===== src/rtl/venv_pkg.sv =====
package venv_pkg;
    parameter int unsigned VOL_W = 4;
    parameter int unsigned PER_W = 3;

    typedef enum logic [1:0] {
        PH_IDLE  = 2'd0,
        PH_DEC   = 2'd1,
        PH_ARM   = 2'd2,
        PH_APPLY = 2'd3
    } phase_e;
endpackage


===== src/rtl/venv_seq.sv =====
module venv_seq (
    input  logic clk,
    input  logic rst_n,
    input  logic strobe,
    input  logic abort,
    output logic do_dec,
    output logic do_arm,
    output logic do_apply
);
    import venv_pkg::*;

    phase_e state_q, state_d;

    always_ff @(posedge clk or negedge rst_n) begin
        if (!rst_n) state_q <= PH_IDLE;
        else        state_q <= state_d;
    end

    always_comb begin
        state_d = state_q;
        unique case (state_q)
            PH_IDLE:  state_d = strobe ? PH_DEC : PH_IDLE;
            PH_DEC:   state_d = PH_ARM;
            PH_ARM:   state_d = PH_APPLY;
            PH_APPLY: state_d = strobe ? PH_DEC : PH_IDLE;
            default:  state_d = PH_IDLE;
        endcase
        if (abort) state_d = PH_IDLE;
    end

    always_comb begin
        do_dec   = 1'b0;
        do_arm   = 1'b0;
        do_apply = 1'b0;
        unique case (state_q)
            PH_IDLE:  ;
            PH_DEC:   do_dec   = 1'b1;
            PH_ARM:   do_arm   = 1'b1;
            PH_APPLY: do_apply = 1'b1;
            default:  ;
        endcase
    end
endmodule


===== src/rtl/venv_timer.sv =====
module venv_timer #(
    parameter int unsigned PER_W = venv_pkg::PER_W
) (
    input  logic             clk,
    input  logic             rst_n,
    input  logic             load,
    input  logic [PER_W-1:0] load_val,
    input  logic             reload,
    input  logic [PER_W-1:0] reload_val,
    input  logic             dec_en,
    input  logic             arm_en,
    input  logic             active,
    input  logic [PER_W-1:0] period,
    output logic             arm_fire
);
    logic [PER_W-1:0] tmr_q;
    logic             per_nz;

    always_comb begin
        per_nz   = (period != '0);
        arm_fire = arm_en && active && per_nz && (tmr_q == '0);
    end

    always_ff @(posedge clk or negedge rst_n) begin
        if (!rst_n) begin
            tmr_q <= '0;
        end else if (load) begin
            tmr_q <= load_val;
        end else if (reload) begin
            tmr_q <= reload_val;
        end else if (dec_en && per_nz && (tmr_q != '0)) begin
            tmr_q <= tmr_q - 1'b1;
        end else if (arm_fire) begin
            tmr_q <= period;
        end
    end
endmodule


===== src/rtl/venv_glitch.sv =====
module venv_glitch #(
    parameter int unsigned VOL_W = venv_pkg::VOL_W,
    parameter int unsigned PER_W = venv_pkg::PER_W,
    localparam int unsigned CFG_W = VOL_W + 1 + PER_W
) (
    input  logic [CFG_W-1:0] old_cfg,
    input  logic [CFG_W-1:0] new_cfg,
    input  logic [VOL_W-1:0] vol_in,
    input  logic             locked,
    input  logic             armed,
    output logic [VOL_W-1:0] vol_out,
    output logic             drop_arm
);
    localparam logic [VOL_W-1:0] VOL_TOP_M1 = VOL_W'((2 ** VOL_W) - 2);

    logic [PER_W-1:0] old_per, new_per;
    logic             old_dir, new_dir;
    logic             tick;
    logic [VOL_W-1:0] v;

    always_comb begin
        old_per = old_cfg[PER_W-1:0];
        new_per = new_cfg[PER_W-1:0];
        old_dir = old_cfg[PER_W];
        new_dir = new_cfg[PER_W];

        tick = !locked &&
               (((new_per != '0) && (old_per == '0)) ||
                (new_dir && (new_per == '0) && old_dir && (old_per == '0)));

        v = vol_in;
        if (old_dir != new_dir) begin
            if (new_dir) begin
                if ((old_per == '0) && !locked) v = vol_in ^ {VOL_W{1'b1}};
                else                            v = VOL_TOP_M1 - vol_in;
                tick = 1'b0;
            end else begin
                v = '0 - vol_in;
            end
        end

        if (tick) v = new_dir ? v + 1'b1 : v - 1'b1;

        vol_out  = v;
        drop_arm = !tick && (new_per == '0) && armed;
    end
endmodule


===== src/rtl/vol_envelope.sv =====
module vol_envelope #(
    parameter int unsigned VOL_W = venv_pkg::VOL_W,
    parameter int unsigned PER_W = venv_pkg::PER_W
) (
    input  logic                   clk,
    input  logic                   rst_n,
    input  logic                   cfg_wr,
    input  logic [VOL_W+PER_W:0]   cfg_wdata,
    input  logic                   trigger,
    input  logic                   env_strobe,
    input  logic                   chan_active,
    output logic [VOL_W-1:0]       vol,
    output logic                   vol_changed
);
    localparam int unsigned CFG_W = VOL_W + 1 + PER_W;
    localparam logic [VOL_W-1:0] VOL_TOP = '1;

    logic [CFG_W-1:0] cfg_q, cfg_nx;
    logic [VOL_W-1:0] vol_q, vol_d, vol_step, g_vol;
    logic             armed_q, armed_d, locked_q, locked_d;
    logic             vol_chg_q, lock_hit, g_drop, arm_fire;
    logic             seq_dec, seq_arm, seq_apply;
    logic             quiet, ph_dec, ph_arm, ph_apply, wr_live;
    logic             cur_dir;

    always_comb begin
        cfg_nx   = cfg_wr ? cfg_wdata : cfg_q;
        quiet    = !trigger && !cfg_wr;
        ph_dec   = seq_dec && quiet;
        ph_arm   = seq_arm && quiet;
        ph_apply = seq_apply && quiet;
        wr_live  = cfg_wr && chan_active && !trigger;
        cur_dir  = cfg_q[PER_W];
    end

    venv_seq u_seq (
        .clk      (clk),
        .rst_n    (rst_n),
        .strobe   (env_strobe),
        .abort    (trigger),
        .do_dec   (seq_dec),
        .do_arm   (seq_arm),
        .do_apply (seq_apply)
    );

    venv_timer #(.PER_W(PER_W)) u_tmr (
        .clk        (clk),
        .rst_n      (rst_n),
        .load       (trigger),
        .load_val   (cfg_nx[PER_W-1:0]),
        .reload     (wr_live && armed_q),
        .reload_val (cfg_wdata[PER_W-1:0]),
        .dec_en     (ph_dec),
        .arm_en     (ph_arm),
        .active     (chan_active),
        .period     (cfg_q[PER_W-1:0]),
        .arm_fire   (arm_fire)
    );

    venv_glitch #(.VOL_W(VOL_W), .PER_W(PER_W)) u_glitch (
        .old_cfg  (cfg_q),
        .new_cfg  (cfg_wdata),
        .vol_in   (vol_q),
        .locked   (locked_q),
        .armed    (armed_q),
        .vol_out  (g_vol),
        .drop_arm (g_drop)
    );

    always_comb begin
        if (cur_dir) vol_step = (vol_q != VOL_TOP) ? vol_q + 1'b1 : vol_q;
        else         vol_step = (vol_q != '0)      ? vol_q - 1'b1 : vol_q;
        lock_hit = cur_dir ? (vol_step == VOL_TOP) : (vol_step == '0);
    end

    always_comb begin
        vol_d    = vol_q;
        armed_d  = armed_q;
        locked_d = locked_q;
        if (trigger) begin
            vol_d    = cfg_nx[CFG_W-1 -: VOL_W];
            armed_d  = 1'b0;
            locked_d = 1'b0;
        end else if (wr_live) begin
            vol_d = g_vol;
            if (g_drop) armed_d = 1'b0;
        end else if (ph_apply && armed_q) begin
            armed_d = 1'b0;
            if (!locked_q) begin
                vol_d    = vol_step;
                locked_d = lock_hit;
            end
        end else if (arm_fire) begin
            armed_d = 1'b1;
        end
    end

    always_ff @(posedge clk or negedge rst_n) begin
        if (!rst_n) begin
            cfg_q     <= '0;
            vol_q     <= '0;
            armed_q   <= 1'b0;
            locked_q  <= 1'b0;
            vol_chg_q <= 1'b0;
        end else begin
            cfg_q     <= cfg_nx;
            vol_q     <= vol_d;
            armed_q   <= armed_d;
            locked_q  <= locked_d;
            vol_chg_q <= (vol_d != vol_q);
        end
    end

    assign vol         = vol_q;
    assign vol_changed = vol_chg_q;
endmodule


===== config.mk =====
export PLATFORM = sky130hd
export DESIGN_NAME = vol_envelope
export DESIGN_NICKNAME = d
export VERILOG_FILES = /design/src/rtl/venv_pkg.sv /design/src/rtl/venv_seq.sv /design/src/rtl/venv_timer.sv /design/src/rtl/venv_glitch.sv /design/src/rtl/vol_envelope.sv
export SDC_FILE = /design/constraint.sdc
export NUM_CORES = 1
export LEC_CHECK = 0
export ABC_AREA = 1
export BUFFER_PORTS_ARGS = -buffer_cell sky130_fd_sc_hd__buf_2
export CORE_ASPECT_RATIO = 0.5
export CORE_MARGIN = 1.5
export CORE_UTILIZATION = 50
export CTS_BUF_LIST = sky130_fd_sc_hd__clkbuf_16
export CTS_CLUSTER_SIZE = 10
export DETAILED_ROUTE_END_ITERATION = 8
export PLACE_DENSITY = 0.73
export SYNTH_ARGS = -nofsm -noshare
export SYNTH_HDL_FRONTEND = slang
export SYNTH_HIERARCHICAL = 1
export SYNTH_SLANG_ARGS = --single-unit

===== constraint.sdc =====
create_clock -name clk -period 6.63 [get_ports clk]
set_clock_uncertainty 0.1 [all_clocks]
set_input_delay 0.3315 -clock clk [delete_from_list [all_inputs] [get_ports clk]]
set_output_delay 0.3315 -clock clk [all_outputs]
set_load 0.01 [all_outputs]

==> metrics.md, run 1 <==
| Metric | Value |
|---|---|
| 1st-iter DRT viols | 126 |
| HP Class | in2reg |
| Remaining DRCs | 0 |
| Ratio of cells with drive above 1 in the final layout | 21.5% |
| Final Cycle Share | 48.8% |
| Total global-route track usage | 22.4% |
| Worst-path maximum fanout | 15 |
| Mapped Cells | 314 |
| Chip Width | 94.2 um |
| Vias post-DR | 1,935 |
| Crit path launch type | register |
| Peak VDD IR | 121 uV |
| Fin crit period | 3.24 ns |
| Max incr delay on CP | 0.66 ns |
| R2R Path Start | vol[0] |
| CTS max path bufs | 2 |
| Hold Fails Final Rpt | 0 |
| Post-DP HPWL | 3610 um |
| Final Wtd Congestion | 0.874 |
| Fin area | 0.00226 mm^2 |
| R2R setup slack | 3.39 ns |
| Area added between synthesis and finish | 8.55% |
| Slowest CP cell | dfrtp_1 |
| Reg2reg path depth | 22 |
| Setup Fix Bufs, Post-CTS | 0 |
| Final Non-Filler Cells | 384 |
| Fmax | 0.309 GHz |
| Outcome | completed |
| Slew HR | 51.4% |
| Register area share after synthesis | 24.1% |
| Worst-margin pin slew | 0.729 ns |
| CP cell instances | inv_1, ha_1, nor2_1, o22ai_1, a21boi_0, ha_1, nand2_1, inv_1, nand3_2, nand2_1, nand2_1, nand3_1, nand2_1, nand2_1, nor2_1, nor2_1, nand2_2, nand2_2, nand2_1, nand2_1, nor2_1, nand2_1 |
| RSZ-0062 raised after global routing | false |
| Vias in the first global route | 1,789 |
| Cell Rows | 16 |
| Crit path top cell by count | nand2_1 |
| Largest net degree at the start of global routing | 22 |
| Antenna violation net count after detailed routing | 0 |
| Avg WL per Cell | 12.3 um |
| Worst-skew pair later-pin latency | 0.25 ns |
| Hold_sp | cfg_wdata[5] |
| Antenna diode count | 0 |
| Clock transition at path regs | 0.06 ns |
| Post-layout nets | 357 |
| I/O pin count | 19 |
| PD cells | 218 mW/mm^2 |
| Clock Sinks | 20 |
| Pleak | 1.20 nW |
| Number of CTS-inserted buffers | 3 |
| GRT overflow | 0 |
| Port bufs | 18 |
| TritonCTS clock tree | built |
| H-tree depth | 1 |
| Commonest non-fill, non-tap cells in the layout | 106 x nand2_1, 38 x inv_1, 25 x nand3_1 |
| Post-synth cell types | 34 |
| Syn Nets | 340 |
| Total Wirelength | 4730 um |
| Vias per cell | 5.04 |
| Cell Count Post-Placement | 379 |
| Commonest non-fill, non-tap cell in the layout | nand2_1 |
| Synthesis Warnings | 6 |
| Setup-failing EPs final | 0 |
| Worst EP arrival | 3.28 ns |
| First-pass GRT wire length | 8100 um |
| Worst setup EP type | register |
| Pre-CTS WS | 3.43 ns |
| CP required | 6.67 ns |
| Core Area | 0.00394 mm^2 |
| Cell area after synthesis | 0.00208 mm^2 |
| Worst Hold Depth | 3 |
| Final WS setup | 3.39 ns |
| Die Footprint | 0.00458 mm^2 |
| Critical Path Start | vol[0] |
| Initial Util | 52.7% |
| Slew Limit Fails | 0 |
| DP Area | 0.00217 mm^2 |
| Initial DRT Pass Iterations | 4 |
| WHS Endpoint | cfg_q[5] |
| Die Y-Extent | 48.6 um |
| CTS root buf | clkbuf_16 |
| Aggregate negative setup slack | 0 ns |
| MaxCap Viol Count | 0 |
| Min Hold Slack | 0.205 ns |
| FF+latch count, synth | 20 |
| CP Class | reg2reg |
| Antenna violations before repair | 0 |
| CTS resizes | 0 |
| Worst R2R End | vol_changed |
| Average cell area after synthesis | 6.62 um^2 |
what timing repair did:
action / 4_1_cts / 5_1_grt
hold endpoints to repair: 20 / 0
setup endpoints to repair: 0 / 0
hold buffers: 1 / 0
flip-flops by register name (all words and copies together) (netlist names):
register / count
cfg_q: 8
vol: 4
u_tmr/tmr_q: 3
u_seq/state_q: 2
armed_q: 1
locked_q: 1
vol_changed: 1
layer usage:
| metal | share of wire, % | GRT usage (%) | vias to the layer above | wire length (um) |
|---|---|---|---|---|
| li1 | - | - | 1020 | - |
| met5 | 0 | 0 | - | 0 |
| met1 | 50 | 31.9 | 869 | 2350 |
| met3 | 4.0 | 3.77 | 4 | 189 |
| met4 | 0.72 | 4.48 | 0 | 34 |
| met2 | 46 | 36.0 | 42 | 2160 |
stage by stage:
step	power [mW]	utilization (%)
2_1_floorplan	0.323	-
3_3_place_gp	0.356	54.9
3_5_place_dp	0.363	54.9
4_1_cts	0.491	57.2
5_1_grt	0.531	57.2
6_report	0.491	57.2
where the power goes:
part	switching [mW]	internal, mW	leakage, nW
clock	0.0475	0.0805	0.0385
sequential	0.0288	0.138	0.247
combinational	0.120	0.0763	0.917
how the worst max path moves through the flow:
stage                  endpoint  slack, ns  cells after the start
floorplan           vol_changed       3.88                     22
global placement    vol_changed       3.55                     22
detailed placement  vol_changed       3.43                     22
CTS                 vol_changed       3.41                     22
global route        vol_changed       3.05                     22
finish              vol_changed       3.39                     22
synth_stat cells, drive strengths merged:
| cell | n | area (um^2) |
|---|---|---|
| or2 | 1 | 6.26 |
| ha | 11 | 138 |
| a21boi | 1 | 7.51 |
| and2 | 1 | 8.76 |
| dfrtp | 20 | 500 |
| fa | 1 | 20.0 |
| clkinv | 1 | 3.75 |
| o21ai | 5 | 25.0 |
| buf | 7 | 68.8 |
| xnor2 | 2 | 17.5 |
| nor2 | 35 | 215 |
| inv | 47 | 184 |
| a21oi | 12 | 60.1 |
| nand3 | 32 | 203 |
| nor3 | 1 | 5.00 |
| nand2 | 121 | 492 |
| o21bai | 1 | 7.51 |
| a31o | 2 | 17.5 |
| o22ai | 1 | 6.26 |
| xor2 | 1 | 8.76 |
| nand4 | 11 | 83.8 |
cell families (layout without fill, tap and decap cells):
group                    after synthesis  count (layout)  share of synthesized area, %
AO/OA/AOI/OAI                         22              22                          5.96
XOR/XNOR                               3               3                          1.26
adder cells (fa/ha/maj)               12              12                          7.59
buffers and inverters                 55              71                          12.3
flip-flops                            20              20                          24.1
AND/OR/NAND/NOR                      202             202                          48.8
cell type report:
type | instances | area [um^2]
clock buffer | 3 | 75.1
clock inverter | 1 | 3.75
fill | 385 | 1690
inverter | 48 | 188
multi-input combinational | 239 | 1320
sequential | 20 | 500
tap | 54 | 67.6
timing repair buffer | 19 | 100
critical path: cells and delay by family, from the launching register on:
family	cells	cell delay, ns
buffers and inverters	2	0.20
and+or+nand+nor	16	1.10
DFF	1	0.66
AOI/OAI and AO/OA	2	0.43
adders and majority gates	2	0.64
No activity file was read; power rests on OpenSTA's default activity.
==> inputs of run 2 (changes only) <==
Settings changed: PLACE_DENSITY 0.73 to 0.76.
Clock period 6.63 ns to 2.75 ns, I/O delays scaled along.
==> run 2 against run 1 <==
Against the previous run: die area is the same; critical path type unchanged; first-iteration DRC count up 47%; utilization is 6.7 points higher; worst setup slack worse by 3.6 ns; hold slack got worse by 0.19 ns; final cell count increased by 3.4%; the flow now finishes with violations (setup timing); sequential share of layout area is 2.2 points lower.
==> metrics.md, run 2 (same netlist as run 1, synthesis figures left out) <==
| Metric | Value |
|---|---|
| Number of fill cells | 320 (-17%) |
| HP Class | in2reg |
| Peak VDD IR | 359 uV (+200%) |
| Largest net degree at the start of global routing | 22 (unchanged) |
| Slowest CP cell | fa_2 |
| Avg WL per Cell | 14.4 um (+17%) |
| Total Wirelength | 5720 um (+21%) |
| WP depth | 16 (-27%) |
| 1st-iter DRT viols | 185 (+47%) |
| Antenna diode count | 0 (unchanged) |
| Final WS setup | -0.182 ns (-3.58 ns) |
| GRT overflow | 0 (unchanged) |
| Worst EP arrival | 2.98 ns (-0.30 ns) |
| CP Class | reg2reg |
| Clock Sinks | 20 (unchanged) |
| Slew HR | 66.4% (+15 points) |
| MaxCap Viol Count | 0 (unchanged) |
| Pre-CTS WS | 0.00661 ns (-3.42 ns) |
| PD cells | 535 mW/mm^2 (+150%) |
| Remaining DRCs | 0 (unchanged) |
| Setup-failing EPs final | 1 (+1) |
| Post-route core utilization | 63.9% (+6.7 points) |
| Slew Limit Fails | 0 (unchanged) |
| Max FFs per register | 8 (unchanged) |
| Reg2reg path depth | 16 (-27%) |
| Die Y-Extent | 48.6 um (unchanged) |
| Core Area | 0.00394 mm^2 (unchanged) |
| Number of CTS-inserted buffers | 3 (unchanged) |
| Area added between synthesis and finish | 21.2% |
| Die Footprint | 0.00458 mm^2 (unchanged) |
| Worst-skew pair later-pin latency | 0.25 ns (about the same) |
| Vias in the first global route | 1,893 (+5.8%) |
| Crit path top cell by count | nand2_1 |
| Final Cycle Share | 107% (+58 points) |
| CP cell instances | nand2_1, inv_2, o21ai_0, a21boi_2, buf_4, fa_2, nand2_1, nand2_1, nor2_1, nor2_1, nand2_2, nand2_2, nand2_1, nand2_1, nor2_1, nand2_1 |
| Initial Util | 52.7% (unchanged) |
| Max incr delay on CP | 0.45 ns (-0.21 ns) |
| Crit path launch type | register |
| Fmax | 0.341 GHz (+10%) |
| CP required | 2.80 ns (-3.87 ns) |
| Total global-route track usage | 23.2% (+0.76 points) |
| Final Wtd Congestion | 0.970 (+11%) |
| Clock transition at path regs | 0.06 ns (about the same) |
| Initial DRT Pass Iterations | 5 (+1) |
| CTS root buf | clkbuf_16 |
| Post-layout nets | 371 (+3.9%) |
| Worst-path maximum fanout | 4 (-11) |
| Aggregate negative setup slack | -0.182 ns (-0.182 ns) |
| H-tree depth | 1 (unchanged) |
| Vias post-DR | 2,152 (+11%) |
| Commonest non-fill, non-tap cell in the layout | nand2_1 |
| Cell Rows | 16 (unchanged) |
| Hold Fails Final Rpt | 0 (unchanged) |
| I/O pin count | 19 (unchanged) |
| RSZ-0062 raised after global routing | true |
| Commonest non-fill, non-tap cells in the layout | 101 x nand2_1, 34 x inv_1, 22 x nand3_1 |
| Pleak | 1.29 nW (+7.6%) |
| Outcome | finished with violations |
| First-pass GRT wire length | 8450 um (+4.3%) |
| WP buf/inv | 2 (unchanged) |
| TritonCTS clock tree | built |
| Vias per cell | 5.42 (+7.6%) |
| Fin crit period | 2.93 ns (-0.303 ns) |
| Port bufs | 18 (unchanged) |
| Ratio of cells with drive above 1 in the final layout | 32.1% (+11 points) |
| Chip Width | 94.2 um (unchanged) |
| Post-DP HPWL | 3740 um (+3.4%) |
| Worst Hold Depth | 3 (unchanged) |
| Antenna violation net count after detailed routing | 0 (unchanged) |
| Violated checks | setup timing |
| Overall Power | 1.35 mW (+170%) |
| Worst setup EP type | register |
| Family with the most delay on the worst path | simple AND/OR/NAND/NOR gates |
| Min Hold Slack | 0.0138 ns (-0.191 ns) |
| CTS max path bufs | 2 (unchanged) |
| Top reg by flops | cfg_q |
| Antenna violations before repair | 0 (unchanged) |
| Worst-margin pin slew | 0.504 ns (-0.225 ns) |
run 2: changes by cell type in the layout (fill, tap and decap cells not counted), moves of 4 or more:
cell     delta
inv_1       -4
nand2_1     -5
buf_4      +13
nand2_2     +4
inv_2       +4
run 2: final timing paths:
kind	from	to	slack (ns)
min in group asynchronous	rst_n	armed_q	0.28
max in group asynchronous	rst_n	cfg_q[2]	1.90
setup reg to reg	cfg_q[3]	vol_changed	-0.18
hold reg to reg	cfg_q[5]	cfg_q[5]	0.37
setup / recovery	cfg_q[3]	vol_changed	-0.18
hold / removal	cfg_wdata[5]	cfg_q[5]	0.01
run 2: timing repair:
| item | 4_1_cts | 5_1_grt |
|---|---|---|
| gates resized for setup | 1 | 36 |
| buffers inserted | 0 | 6 |
| hold buffers | 1 | 0 |
| pin swaps | 1 | 14 |
| gates cloned | 0 | 0 |
| setup endpoints to repair | 1 | 3 |
| hold endpoints to repair | 20 | 0 |
run 2: stage by stage:
stage          area (um^2)  std cells
5_1_grt               2520        397
6_report              2520        397
3_3_place_gp          2230        387
3_5_place_dp          2230        387
2_1_floorplan         2080        314
4_1_cts               2320        391
run 2: report_power, final:
group	switching, mW	internal, mW	total (mW)
Combinational	0.405	0.266	0.670
Sequential	0.0403	0.335	0.375
Clock	0.110	0.192	0.302
run 2: cell type report:
cell class	instances	area (um^2)	area share, %
Multi-Input combinational cell	239	1480	58.6
Sequential cell	20	504	20.0
Timing Repair Buffer	33	209	8.30
Inverter	48	188	7.45
Clock buffer	3	75.1	2.98
Tap cell	54	67.6	2.68
run 2: worst reg2reg max path, cell delays in order (launching register included):
cell and delay, ns:
dfrtp_1 0.43, nand2_1 0.12, inv_2 0.06, o21ai_0 0.35, a21boi_2 0.31, buf_4 0.15
fa_2 0.45, nand2_1 0.12, nand2_1 0.11, nor2_1 0.12, nor2_1 0.07, nand2_2 0.11
nand2_2 0.06, nand2_1 0.06, nand2_1 0.05, nor2_1 0.10, nand2_1 0.05
run 2: layer usage:
layer  up-vias  track usage, %  part of all wire, %
li1       1051               -                    -
met1       983            31.3                   44
met2       102            39.8                   46
met3        16            4.09                  7.5
met4         0            3.23                  2.5
met5         -               0                    0
==> inputs of run 3 (changes only) <==
Settings changed: PLACE_DENSITY 0.76 to 0.73.
Clock period 2.75 ns to 3.1 ns, I/O delays scaled along.
==> run 3 against run 2 <==
Against the previous run: the run now ends clean; combinational power down 32%; critical path type unchanged; fmax up 4.4%; flip-flop and latch count is the same; clock-buffer cell count unchanged; critical path depth up 4.
==> metrics.md, run 3 (same netlist as run 1, synthesis figures left out) <==
| Metric | Value |
|---|---|
| Outcome | completed |
| Hold Fails Final Rpt | 0 (unchanged) |
| Post-DP HPWL | 3740 um (about the same) |
| Commonest non-fill, non-tap cell in the layout | nand2_1 |
| TritonCTS clock tree | built |
| Port bufs | 18 (unchanged) |
| Pleak | 1.23 nW (-4.8%) |
| Core Area | 0.00394 mm^2 (unchanged) |
| Cell Rows | 16 (unchanged) |
| Total Wirelength | 4780 um (-16%) |
| Remaining DRCs | 0 (unchanged) |
| MaxCap Viol Count | 0 (unchanged) |
| Setup Fix Bufs, Post-CTS | 0 (unchanged) |
| Ratio of cells with drive above 1 in the final layout | 22.8% (-9.2 points) |
| Number of CTS-inserted buffers | 3 (unchanged) |
| Fin area | 0.00231 mm^2 (-8.3%) |
| Peak VDD IR | 274 uV (-24%) |
| PD cells | 500 mW/mm^2 (-6.5%) |
| Top reg by flops | cfg_q |
| Slew HR | 58.2% (-8.2 points) |
| Largest net degree at the start of global routing | 22 (unchanged) |
| CTS max path bufs | 2 (unchanged) |
| Worst-skew pair later-pin latency | 0.25 ns (about the same) |
| Max FFs per register | 8 (unchanged) |
| Die Y-Extent | 48.6 um (unchanged) |
| Chip Width | 94.2 um (unchanged) |
| Clock transition at path regs | 0.06 ns (about the same) |
| Hold_sp | cfg_wdata[7] |
| I/O pin count | 19 (unchanged) |
| R2R setup slack | 0.29 ns (+0.47 ns) |
| Fin crit period | 2.81 ns (-0.125 ns) |
| Initial Util | 52.7% (unchanged) |
| Slew Limit Fails | 0 (unchanged) |
| Die Footprint | 0.00458 mm^2 (unchanged) |
| Critical Path Start | cfg_q[3] |
| H-tree depth | 1 (unchanged) |
| Number of fill cells | 355 (+11%) |
| Min Hold Slack | 0.0233 ns (+0.00950 ns) |
| CP required | 3.14 ns (+0.34 ns) |
| GRT overflow | 0 (unchanged) |
| Setup-failing EPs final | 0 (-1) |
| Clock Sinks | 20 (unchanged) |
| Aggregate negative setup slack | 0 ns (+0.182 ns) |
| First-pass GRT wire length | 8470 um (+0.25%) |
| R2R Path Start | cfg_q[3] |
| Antenna diode count | 0 (unchanged) |
| Antenna violation net count after detailed routing | 0 (unchanged) |
| Post-layout nets | 360 (-3.0%) |
| HP Class | in2reg |
| Commonest non-fill, non-tap cells in the layout | 106 x nand2_1, 38 x inv_1, 25 x nand3_1 |
| Vias in the first global route | 1,871 (-1.2%) |
| Vias per cell | 5.08 (-6.2%) |
| Avg WL per Cell | 12.4 um (-14%) |
| CP Class | reg2reg |
| Final Cycle Share | 90.6% (-16 points) |
| Initial DRT Pass Iterations | 4 (-1) |
| Worst EP arrival | 2.85 ns (-0.13 ns) |
| 1st-iter DRT viols | 151 (-18%) |
| Fmax | 0.356 GHz (+4.4%) |
| CTS root buf | clkbuf_16 |
| Worst-path maximum fanout | 8 (+4) |
| Final Wtd Congestion | 0.880 (-9.2%) |
| Worst setup EP type | register |
| Post-route core utilization | 58.5% (-5.3 points) |
| RSZ-0062 raised after global routing | false |
| Antenna violations before repair | 0 (unchanged) |
| DP Area | 0.00219 mm^2 (-1.7%) |
| Worst-margin pin slew | 0.627 ns (+0.123 ns) |
| Total global-route track usage | 23.6% (+0.43 points) |
| Vias post-DR | 1,967 (-8.6%) |
| Crit path launch type | register |
| Area added between synthesis and finish | 11.1% |
==> run 3: cell count changes in the layout (fill, tap and decap cells not counted), moves of 3 or more <==
cell     previous run  this run
nand3_4             4         1
inv_2              11         7
nand2_2            19        15
nand2_1           101       106
dfrtp_2             3         0
inv_1              34        38
nand3_1            22        25
ha_4                3         0
dfrtp_1            17        20
ha_1                8        11
nor2_4             10         7
buf_4              13         3
==> run 3: where the power goes <==
group / switching (mW) / internal, mW
registers: 0.0394 / 0.296
clock network: 0.108 / 0.256
logic: 0.283 / 0.171
==> run 3: area by class of cell <==
cell class / instances / area, um^2 / area share (%)
multi-input combinational: 239 / 1330 / 57.4
clock buffer: 3 / 75.1 / 3.25
inverter: 48 / 188 / 8.13
timing repair buffer: 22 / 123 / 5.31
tap: 54 / 67.6 / 2.93
sequential: 20 / 500 / 21.7
clock inverter: 1 / 30.0 / 1.30
==> run 3: stage by stage <==
step	total power, mW	instances	setup slack, ns
2_1_floorplan	0.691	314	0.348
3_3_place_gp	0.774	382	0.332
3_5_place_dp	0.788	382	0.228
4_1_cts	1.16	387	0.193
5_1_grt	1.24	387	0.0432
6_report	1.15	387	0.292
==> run 3: layer usage <==
layer / up-vias / wire (um) / global-route usage [%]
li1: 1026 / - / -
met1: 879 / 2280 / 32.2
met2: 56 / 2120 / 39.1
met3: 6 / 325 / 3.93
met4: 0 / 59 / 5.72
met5: - / 0 / 0
==> run 3: path summary, 6_finish.rpt <==
path                            depth (start not counted)          end
worst max-delay path                                   20  vol_changed
worst min-delay path                                    3     cfg_q[7]
worst max register to register                         20  vol_changed
worst min register to register                          2     cfg_q[6]
max in group asynchronous                               2     cfg_q[0]
min in group asynchronous                               2       vol[3]
==> run 3: critical path, cell delays in order (launching register included) <==
cell     delay, ns
dfrtp_1       0.51
nor2_1        0.26
nor2_4        0.10
a31o_2        0.25
nand2_1       0.05
inv_1         0.04
ha_1          0.31
a21oi_1       0.19
nand2_1       0.07
nand2_1       0.07
nand3_1       0.07
nand2_1       0.07
nand2_1       0.05
nor2_1        0.10
nor2_1        0.06
nand2_2       0.10
nand2_2       0.05
nand2_1       0.05
nand2_1       0.04
nor2_1        0.08
nand2_1       0.06
==> run 3: what timing repair did <==
action	4_1_cts	5_1_grt
hold buffers	1	0
endpoints found under the hold margin	20	0
gates resized for setup	0	2
setup endpoints to repair	0	1
